===== src/rtl/sdiv_pkg.sv =====
// Shared constants and types for the signed divider peripheral.
// Assumes a 32-bit bus and 64-bit arithmetic throughout.
package sdiv_pkg;
    localparam int OPW    = 64;
    localparam int BUSW   = 32;
    localparam int ADDR_W = 4;

    localparam logic [ADDR_W-1:0] A_CTRL   = 4'd0;
    localparam logic [ADDR_W-1:0] A_NUM_LO = 4'd1;
    localparam logic [ADDR_W-1:0] A_NUM_HI = 4'd2;
    localparam logic [ADDR_W-1:0] A_DEN_LO = 4'd3;
    localparam logic [ADDR_W-1:0] A_DEN_HI = 4'd4;
    localparam logic [ADDR_W-1:0] A_QUO_LO = 4'd5;
    localparam logic [ADDR_W-1:0] A_QUO_HI = 4'd6;
    localparam logic [ADDR_W-1:0] A_REM_LO = 4'd7;
    localparam logic [ADDR_W-1:0] A_REM_HI = 4'd8;

    typedef enum logic [1:0] {
        W32_BY_32  = 2'd0,
        W64_BY_32  = 2'd1,
        W64_BY_64  = 2'd2,
        W64_BY_32B = 2'd3
    } width_mode_e;

    // Operands after width handling, with the flags for special cases.
    typedef struct packed {
        logic [OPW-1:0] num_eff;
        logic [OPW-1:0] den_eff;
        logic [OPW-1:0] num_mag;
        logic [OPW-1:0] den_mag;
        logic           num_neg;
        logic           den_neg;
        logic           den_zero;
        logic           ovf;
    } prep_t;
endpackage


===== src/rtl/sdiv_prep.sv =====
// Operand conditioning: applies the width mode, sign-extends 32-bit operands,
// forms magnitudes and detects the zero-divisor and overflow cases.
// Purely combinational; assumes the raw operands are held stable while busy.
module sdiv_prep
    import sdiv_pkg::*;
(
    input  width_mode_e     mode,
    input  logic [OPW-1:0]  num_raw,
    input  logic [OPW-1:0]  den_raw,
    output prep_t           prep
);
    logic [OPW-1:0] num_e, den_e;
    logic           num_min;

    // Select the effective operands for the mode.
    always_comb begin
        num_e = (mode == W32_BY_32) ? {{(OPW/2){num_raw[OPW/2-1]}}, num_raw[OPW/2-1:0]} : num_raw;
        den_e = (mode == W64_BY_64) ? den_raw : {{(OPW/2){den_raw[OPW/2-1]}}, den_raw[OPW/2-1:0]};
    end

    // Detect the most negative dividend for the active width.
    always_comb begin
        if (mode == W32_BY_32)
            num_min = (num_e == {{(OPW/2+1){1'b1}}, {(OPW/2-1){1'b0}}});
        else
            num_min = (num_e == {1'b1, {(OPW-1){1'b0}}});
    end

    // Pack the conditioned operands and special-case flags.
    always_comb begin
        prep.num_eff  = num_e;
        prep.den_eff  = den_e;
        prep.num_neg  = num_e[OPW-1];
        prep.den_neg  = den_e[OPW-1];
        prep.num_mag  = num_e[OPW-1] ? (~num_e + 1'b1) : num_e;
        prep.den_mag  = den_e[OPW-1] ? (~den_e + 1'b1) : den_e;
        prep.den_zero = (den_e == '0);
        prep.ovf      = num_min && (den_e == '1);
    end
endmodule


===== src/rtl/sdiv_core.sv =====
// Iterative unsigned restoring divider on 64-bit magnitudes. It retires
// STEP_BITS quotient bits per clock through a generated chain of stages.
// Assumes STEP_BITS divides 64. A load aborts any run in progress;
// done pulses for one cycle when the final quotient and remainder are held.
module sdiv_core
    import sdiv_pkg::*;
#(
    parameter int STEP_BITS = 1
) (
    input  logic           clk,
    input  logic           rst_n,
    input  logic           load,
    input  logic [OPW-1:0] num_mag,
    input  logic [OPW-1:0] den_mag,
    output logic           done,
    output logic [OPW-1:0] uquo,
    output logic [OPW-1:0] urem
);
    localparam int ITER = OPW / STEP_BITS;
    localparam int CW   = $clog2(ITER + 1);

    logic [OPW:0]   rem_q;
    logic [OPW-1:0] quo_q;
    logic [OPW-1:0] den_q;
    logic [CW-1:0]  cnt_q;

    logic [OPW:0]   rem_st [STEP_BITS+1];
    logic [OPW-1:0] quo_st [STEP_BITS+1];

    assign rem_st[0] = rem_q;
    assign quo_st[0] = quo_q;

    // One shift-compare-subtract stage per retired quotient bit.
    for (genvar g = 0; g < STEP_BITS; g++) begin : g_stage
        logic [OPW:0] shifted;
        logic         fits;
        assign shifted       = {rem_st[g][OPW-1:0], quo_st[g][OPW-1]};
        assign fits          = (shifted >= {1'b0, den_q});
        assign rem_st[g+1]   = fits ? (shifted - {1'b0, den_q}) : shifted;
        assign quo_st[g+1]   = {quo_st[g][OPW-2:0], fits};
    end

    // Iteration state: load, step until the count runs out, flag completion.
    always_ff @(posedge clk) begin
        if (!rst_n) begin
            rem_q <= '0;
            quo_q <= '0;
            den_q <= '0;
            cnt_q <= '0;
            done  <= 1'b0;
        end else if (load) begin
            rem_q <= '0;
            quo_q <= num_mag;
            den_q <= den_mag;
            cnt_q <= CW'(ITER);
            done  <= 1'b0;
        end else if (cnt_q != '0) begin
            rem_q <= rem_st[STEP_BITS];
            quo_q <= quo_st[STEP_BITS];
            cnt_q <= cnt_q - CW'(1);
            done  <= (cnt_q == CW'(1));
        end else begin
            done  <= 1'b0;
        end
    end

    assign uquo = quo_q;
    assign urem = rem_q[OPW-1:0];
endmodule


===== src/rtl/sdiv_fix.sv =====
// Result shaping: restores signs on the unsigned core output and substitutes
// the fixed results for a zero divisor and for most-negative by minus one.
// Combinational; assumes prep still describes the operands of this run.
module sdiv_fix
    import sdiv_pkg::*;
(
    input  prep_t          prep,
    input  logic [OPW-1:0] uquo,
    input  logic [OPW-1:0] urem,
    output logic [OPW-1:0] quo,
    output logic [OPW-1:0] rem,
    output logic           err
);
    // Choose between the special-case results and the sign-corrected ones.
    always_comb begin
        if (prep.den_zero) begin
            quo = {{(OPW-1){1'b0}}, prep.num_neg};
            rem = prep.num_eff;
            err = 1'b1;
        end else if (prep.ovf) begin
            quo = prep.num_eff;
            rem = '0;
            err = 1'b1;
        end else begin
            quo = (prep.num_neg ^ prep.den_neg) ? (~uquo + 1'b1) : uquo;
            rem = prep.num_neg ? (~urem + 1'b1) : urem;
            err = 1'b0;
        end
    end
endmodule


===== src/rtl/sdiv_mmio.sv =====
// Register-mapped signed divider. It holds the operand and mode registers,
// starts the core on any operand or control write, and commits results.
// Assumes single-cycle write strobes and combinational reads.
module sdiv_mmio
    import sdiv_pkg::*;
#(
    parameter int STEP_BITS = 1
) (
    input  logic              clk,
    input  logic              rst_n,
    input  logic              bus_wr,
    input  logic [ADDR_W-1:0] bus_addr,
    input  logic [BUSW-1:0]   bus_wdata,
    output logic [BUSW-1:0]   bus_rdata
);
    width_mode_e    mode_q;
    logic [OPW-1:0] num_q, den_q, quot_q, rem_q;
    logic           busy_q, flag_q, start_q;
    logic           wr_start, commit, core_done;
    logic [OPW-1:0] uquo, urem, fquo, frem;
    logic           ferr;
    prep_t          prep;

    assign wr_start = bus_wr && (bus_addr <= A_DEN_HI);
    assign commit   = core_done && !start_q && !wr_start;

    sdiv_prep u_prep (
        .mode    (mode_q),
        .num_raw (num_q),
        .den_raw (den_q),
        .prep    (prep)
    );

    sdiv_core #(.STEP_BITS(STEP_BITS)) u_core (
        .clk     (clk),
        .rst_n   (rst_n),
        .load    (start_q),
        .num_mag (prep.num_mag),
        .den_mag (prep.den_mag),
        .done    (core_done),
        .uquo    (uquo),
        .urem    (urem)
    );

    sdiv_fix u_fix (
        .prep (prep),
        .uquo (uquo),
        .urem (urem),
        .quo  (fquo),
        .rem  (frem),
        .err  (ferr)
    );

    // Operand and mode registers written from the bus.
    always_ff @(posedge clk) begin
        if (!rst_n) begin
            mode_q <= W32_BY_32;
            num_q  <= '0;
            den_q  <= '0;
        end else if (bus_wr) begin
            case (bus_addr)
                A_CTRL:   mode_q              <= width_mode_e'(bus_wdata[1:0]);
                A_NUM_LO: num_q[BUSW-1:0]     <= bus_wdata;
                A_NUM_HI: num_q[OPW-1:BUSW]   <= bus_wdata;
                A_DEN_LO: den_q[BUSW-1:0]     <= bus_wdata;
                A_DEN_HI: den_q[OPW-1:BUSW]   <= bus_wdata;
                default: ;
            endcase
        end
    end

    // Start pulse and busy flag sequencing.
    always_ff @(posedge clk) begin
        if (!rst_n) begin
            start_q <= 1'b0;
            busy_q  <= 1'b0;
        end else begin
            start_q <= wr_start;
            if (wr_start)    busy_q <= 1'b1;
            else if (commit) busy_q <= 1'b0;
        end
    end

    // Result registers, updated only when a run completes unabandoned.
    always_ff @(posedge clk) begin
        if (!rst_n) begin
            quot_q <= '0;
            rem_q  <= '0;
            flag_q <= 1'b0;
        end else if (commit) begin
            quot_q <= fquo;
            rem_q  <= frem;
            flag_q <= ferr;
        end
    end

    // Read multiplexer.
    always_comb begin
        case (bus_addr)
            A_CTRL:   bus_rdata = {16'd0, busy_q, flag_q, 12'd0, mode_q};
            A_NUM_LO: bus_rdata = num_q[BUSW-1:0];
            A_NUM_HI: bus_rdata = num_q[OPW-1:BUSW];
            A_DEN_LO: bus_rdata = den_q[BUSW-1:0];
            A_DEN_HI: bus_rdata = den_q[OPW-1:BUSW];
            A_QUO_LO: bus_rdata = quot_q[BUSW-1:0];
            A_QUO_HI: bus_rdata = quot_q[OPW-1:BUSW];
            A_REM_LO: bus_rdata = rem_q[BUSW-1:0];
            A_REM_HI: bus_rdata = rem_q[OPW-1:BUSW];
            default:  bus_rdata = '0;
        endcase
    end
endmodule


===== config.mk =====
export PLATFORM = sky130hd
export DESIGN_NAME = sdiv_mmio
export DESIGN_NICKNAME = d
export VERILOG_FILES = /design/src/rtl/sdiv_pkg.sv /design/src/rtl/sdiv_prep.sv /design/src/rtl/sdiv_core.sv /design/src/rtl/sdiv_fix.sv /design/src/rtl/sdiv_mmio.sv
export SDC_FILE = /design/constraint.sdc
export NUM_CORES = 2
export LEC_CHECK = 0
export CORE_UTILIZATION = 40
export DETAILED_ROUTE_END_ITERATION = 12
export PLACE_DENSITY = 0.51
export SYNTH_ARGS = -nofsm -noshare
export SYNTH_HDL_FRONTEND = slang
export SYNTH_SLANG_ARGS = --single-unit

===== constraint.sdc =====
create_clock -name clk -period 8.2 [get_ports clk]
set_clock_uncertainty 0.15 [all_clocks]
set_input_delay 2.05 -clock clk [delete_from_list [all_inputs] [get_ports clk]]
set_output_delay 2.05 -clock clk [all_outputs]
set_load 0.05 [all_outputs]

==> results_dict.tcl <==
set metrics [dict create \
    hold_path_class "flip-flop to flip-flop" \
    r2r-end "u_core.rem_q[61]" \
    ctsHoldBuffers 0 \
    timing.rr.start "u_core.rem_q[12]" \
    ys_warn_count 0 \
    grt_pass1_vias 28414 \
    hold_path_startpoint "u_core.den_q[53]" \
    r2r_slack_ns 3.21 \
    cp_cell_sequence "clkdlybuf4s50_1 > nor3_1 > and2_1 > nand2_1 > nand3_1 > clkdlybuf4s50_1" \
    nFillCells 7833 \
    start_util_pct 40.4 \
    dieArea_um2 77700 \
    reg2reg_depth 11 \
    synth-edff-count 0 \
    clock_sinks 461 \
    yosysTopAreaCell "dfxtp_1" \
    grt_max_degree 226 \
    min_path_cells 2 \
    cts_buffer_depth 3 \
    cts_tree "yes" \
    slew_violations 0 \
    ctsRootBufferMaster "clkbuf_16" \
    cellLeakagePower_nw 12.6 \
    die_x_um 279 \
    grt_remaining_overflow 0 \
    netlist_area_um2 30700 \
    ys_top_cells_by_area "dfxtp_1 (30%), nand2_1 (8.2%), a21oi_1 (6.0%), xor2_1 (4.3%), a21boi_0 (4.3%)" \
    num_io_pins 71 \
    cp.required_ns 6.00 \
    hold_end "u_core.den_q[53]" \
    endpoint_kind "output port" \
    vias_per_cell 6.22 \
    yosysUniqueCellTypes 91 \
    tightest_slew_ns 1.38 \
    core_um2 75800 \
    finalSetupViolCount 0 \
    path_max_fanout 19 \
    drive_above_1_share_pct 6.58 \
    seq_area_frac_synth_pct 30.1 \
    row_count 101 \
    ir_worst_vdd_mv 0.337 \
    global_route.usage.total_pct 35.2 \
    seqCellArea_um2 9230 \
    cts_max_level 2 \
    clock.fmax_mhz 133 \
    hold_viol 0 \
    outcome "finished clean" \
    slew-limit-headroom_pct 7.75 \
    drt_pass1_iterations 7 \
    arrival_ns 5.30 \
    post_cts_buffers 0 \
    drc 0 \
    fin_crit_sh_pct 91.4 \
    antenna_left 0 \
    crit_path_max_incr_delay_ns 0.86 \
    grt_pass1_wl_um 203000 \
    wl_per_cell_um 28.0 \
    startpoint_type "input pin" \
    syn_area_per_cell_um2 7.39 \
    vias 31253 \
    cp_slowest_cell "clkdlybuf4s50_1" \
    portBuffers 70 \
    synth-async-reset-ratio_pct 0 \
    ys_ff_latch 461 \
    fin_crit_ns 7.50 \
    cts.clk_slew.worst_paths_ns 0.06 \
    nets 4110 \
    wl_um 140000 \
    tns_ns 0 \
    synth_cells 4146 \
    maxCapViolations 0 \
    cellPowerDensity_nw_per_um2 304 \
    gp_congestion 1.04 \
    die_height_um 279 \
    cts_buffers 56 \
    drtIter0Drc 3858 \
    crit_top_cell "clkdlybuf4s50_1" \
    synth_top_area_share_pct 30.1 \
    ys.flop_type "dfxtp_1" \
    multi_input_area_um2 19800 \
    synth_nets 4257 \
    utilization_pct 44.5 \
    grt_setup_unrepaired "no" \
    antenna_found_initial 6 \
    syn2layout_area_growth_pct 10.1 \
    hpwl_um 105000 \
    critPathKind "input pin to output port" \
    worst_skew_pair.late_latency_ns 0.66 \
    cts_resized 0 \
]
==> sequential cells by signal, indices dropped and copies added, names as in the netlist, 2 cells and up <==
register	count
den_q	64
num_q	64
mode_q	2
u_core.rem_q	64
u_core.den_q	64
u_core.cnt_q	7
rem_q	64
u_core.uquo	64
quot_q	64
==> area by class of cell <==
class	count	share of cell area, %
Multi-Input combinational cell	3232	58.6
Clock inverter	18	0.756
Clock buffer	83	4.96
Sequential cell	461	27.3
Inverter	110	1.22
Antenna cell	1	0.00741
Tap cell	978	3.62
Timing Repair Buffer	138	3.51
==> cell families after synthesis <==
kind of cell	Yosys count	synth area share, %
xor gates and xnor gates	297	8.49
and+or+nand+nor	1514	23.2
muxes	53	1.76
adders and majority gates	72	2.96
buffers and inverters	453	5.75
DFF	461	30.1
AOI/OAI and AO/OA	1296	27.8
==> Yosys cell counts (all sizes together) (36+ instances only) <==
| master | n |
|---|---|
| nor4 | 39 |
| a31oi | 38 |
| o211a | 44 |
| a21boi | 184 |
| buf | 50 |
| o31ai | 39 |
| ha | 71 |
| nand3 | 104 |
| nor2 | 300 |
| a22oi | 49 |
| xor2 | 150 |
| nand4 | 55 |
| o22ai | 37 |
| nor2b | 68 |
| and2 | 36 |
| nor3 | 73 |
| o21ai | 255 |
| nand2 | 672 |
| clkbuf | 293 |
| inv | 109 |
| mux2i | 46 |
| a221oi | 55 |
| a21oi | 368 |
| nor3b | 38 |
| xnor2 | 147 |
| dfxtp | 461 |
==> stage by stage <==
stage	hold WS (ns)	std cells	worst slack [ns]	cell area, um2	power, mW
finish	0.326	5021	0.702	33800	10.2
global route	0.347	5020	0.604	33800	10.8
detailed placement	0.318	4919	0.810	31800	7.53
floorplan	0.275	4146	1.59	30700	6.10
global placement	0.311	4919	0.814	31800	7.55
CTS	0.326	5020	0.794	33800	10.2
==> power breakdown <==
part / leakage, nW / total, mW / internal [mW] / switching, mW
Combinational: 7.92 / 4.78 / 1.64 / 3.14
Sequential: 3.74 / 2.80 / 2.45 / 0.346
Clock: 0.952 / 2.66 / 1.57 / 1.10
==> critical path, delay by kind of cell <==
kind,cells,cell delay [ns]
buffers and inverters,2,1.70
and+or+nand+nor,4,1.53
==> layer usage <==
metal	share of wire [%]	up-vias	track usage [%]
met5	0.044	-	0
met4	4.8	8	15.1
met3	8.7	273	6.23
met2	41	1385	51.2
met1	45	15151	50.5
li1	-	14436	-
==> how the worst max path moves through the flow <==
stage	start	to	slack (ns)	cells past startpoint
after floorplan	bus_addr[2]	bus_rdata[26]	1.59	8
after global placement	bus_addr[0]	bus_rdata[28]	0.81	6
after detailed placement	bus_addr[0]	bus_rdata[7]	0.81	6
after CTS	bus_addr[0]	bus_rdata[7]	0.79	6
after global routing	bus_addr[0]	bus_rdata[28]	0.60	6
final	bus_addr[0]	bus_rdata[28]	0.70	6
==> layout by cell type, fill, tap and decap left out, types with 16 or more instances in the layout <==
master and n:
xor2_1 150, mux2i_1 46, nand2_1 667, buf_4 89, o211a_1 44, o31ai_1 38, nor4_1 32, nand3_1 104
inv_1 109, a221oi_1 45, or4_1 27, clkbuf_16 56, nand4_1 54, a31oi_1 38, nor3_1 67, o21a_1 16
nor2b_1 66, a21o_1 31, a22oi_1 49, o41ai_1 18, nand2b_1 20, xnor2_1 145, o21ai_1 19, nor2_1 291
a22o_1 19, o21bai_1 16, o21ai_0 236, dfxtp_1 460, or3_1 31, a211oi_1 28, and2_1 31, a222oi_1 19
a21oi_1 366, o211ai_1 24, o22ai_1 37, a21boi_0 174, nor3b_1 37, clkdlybuf4s50_1 46, ha_1 71, clkbuf_8 17
(Power assumes the default switching activity.)
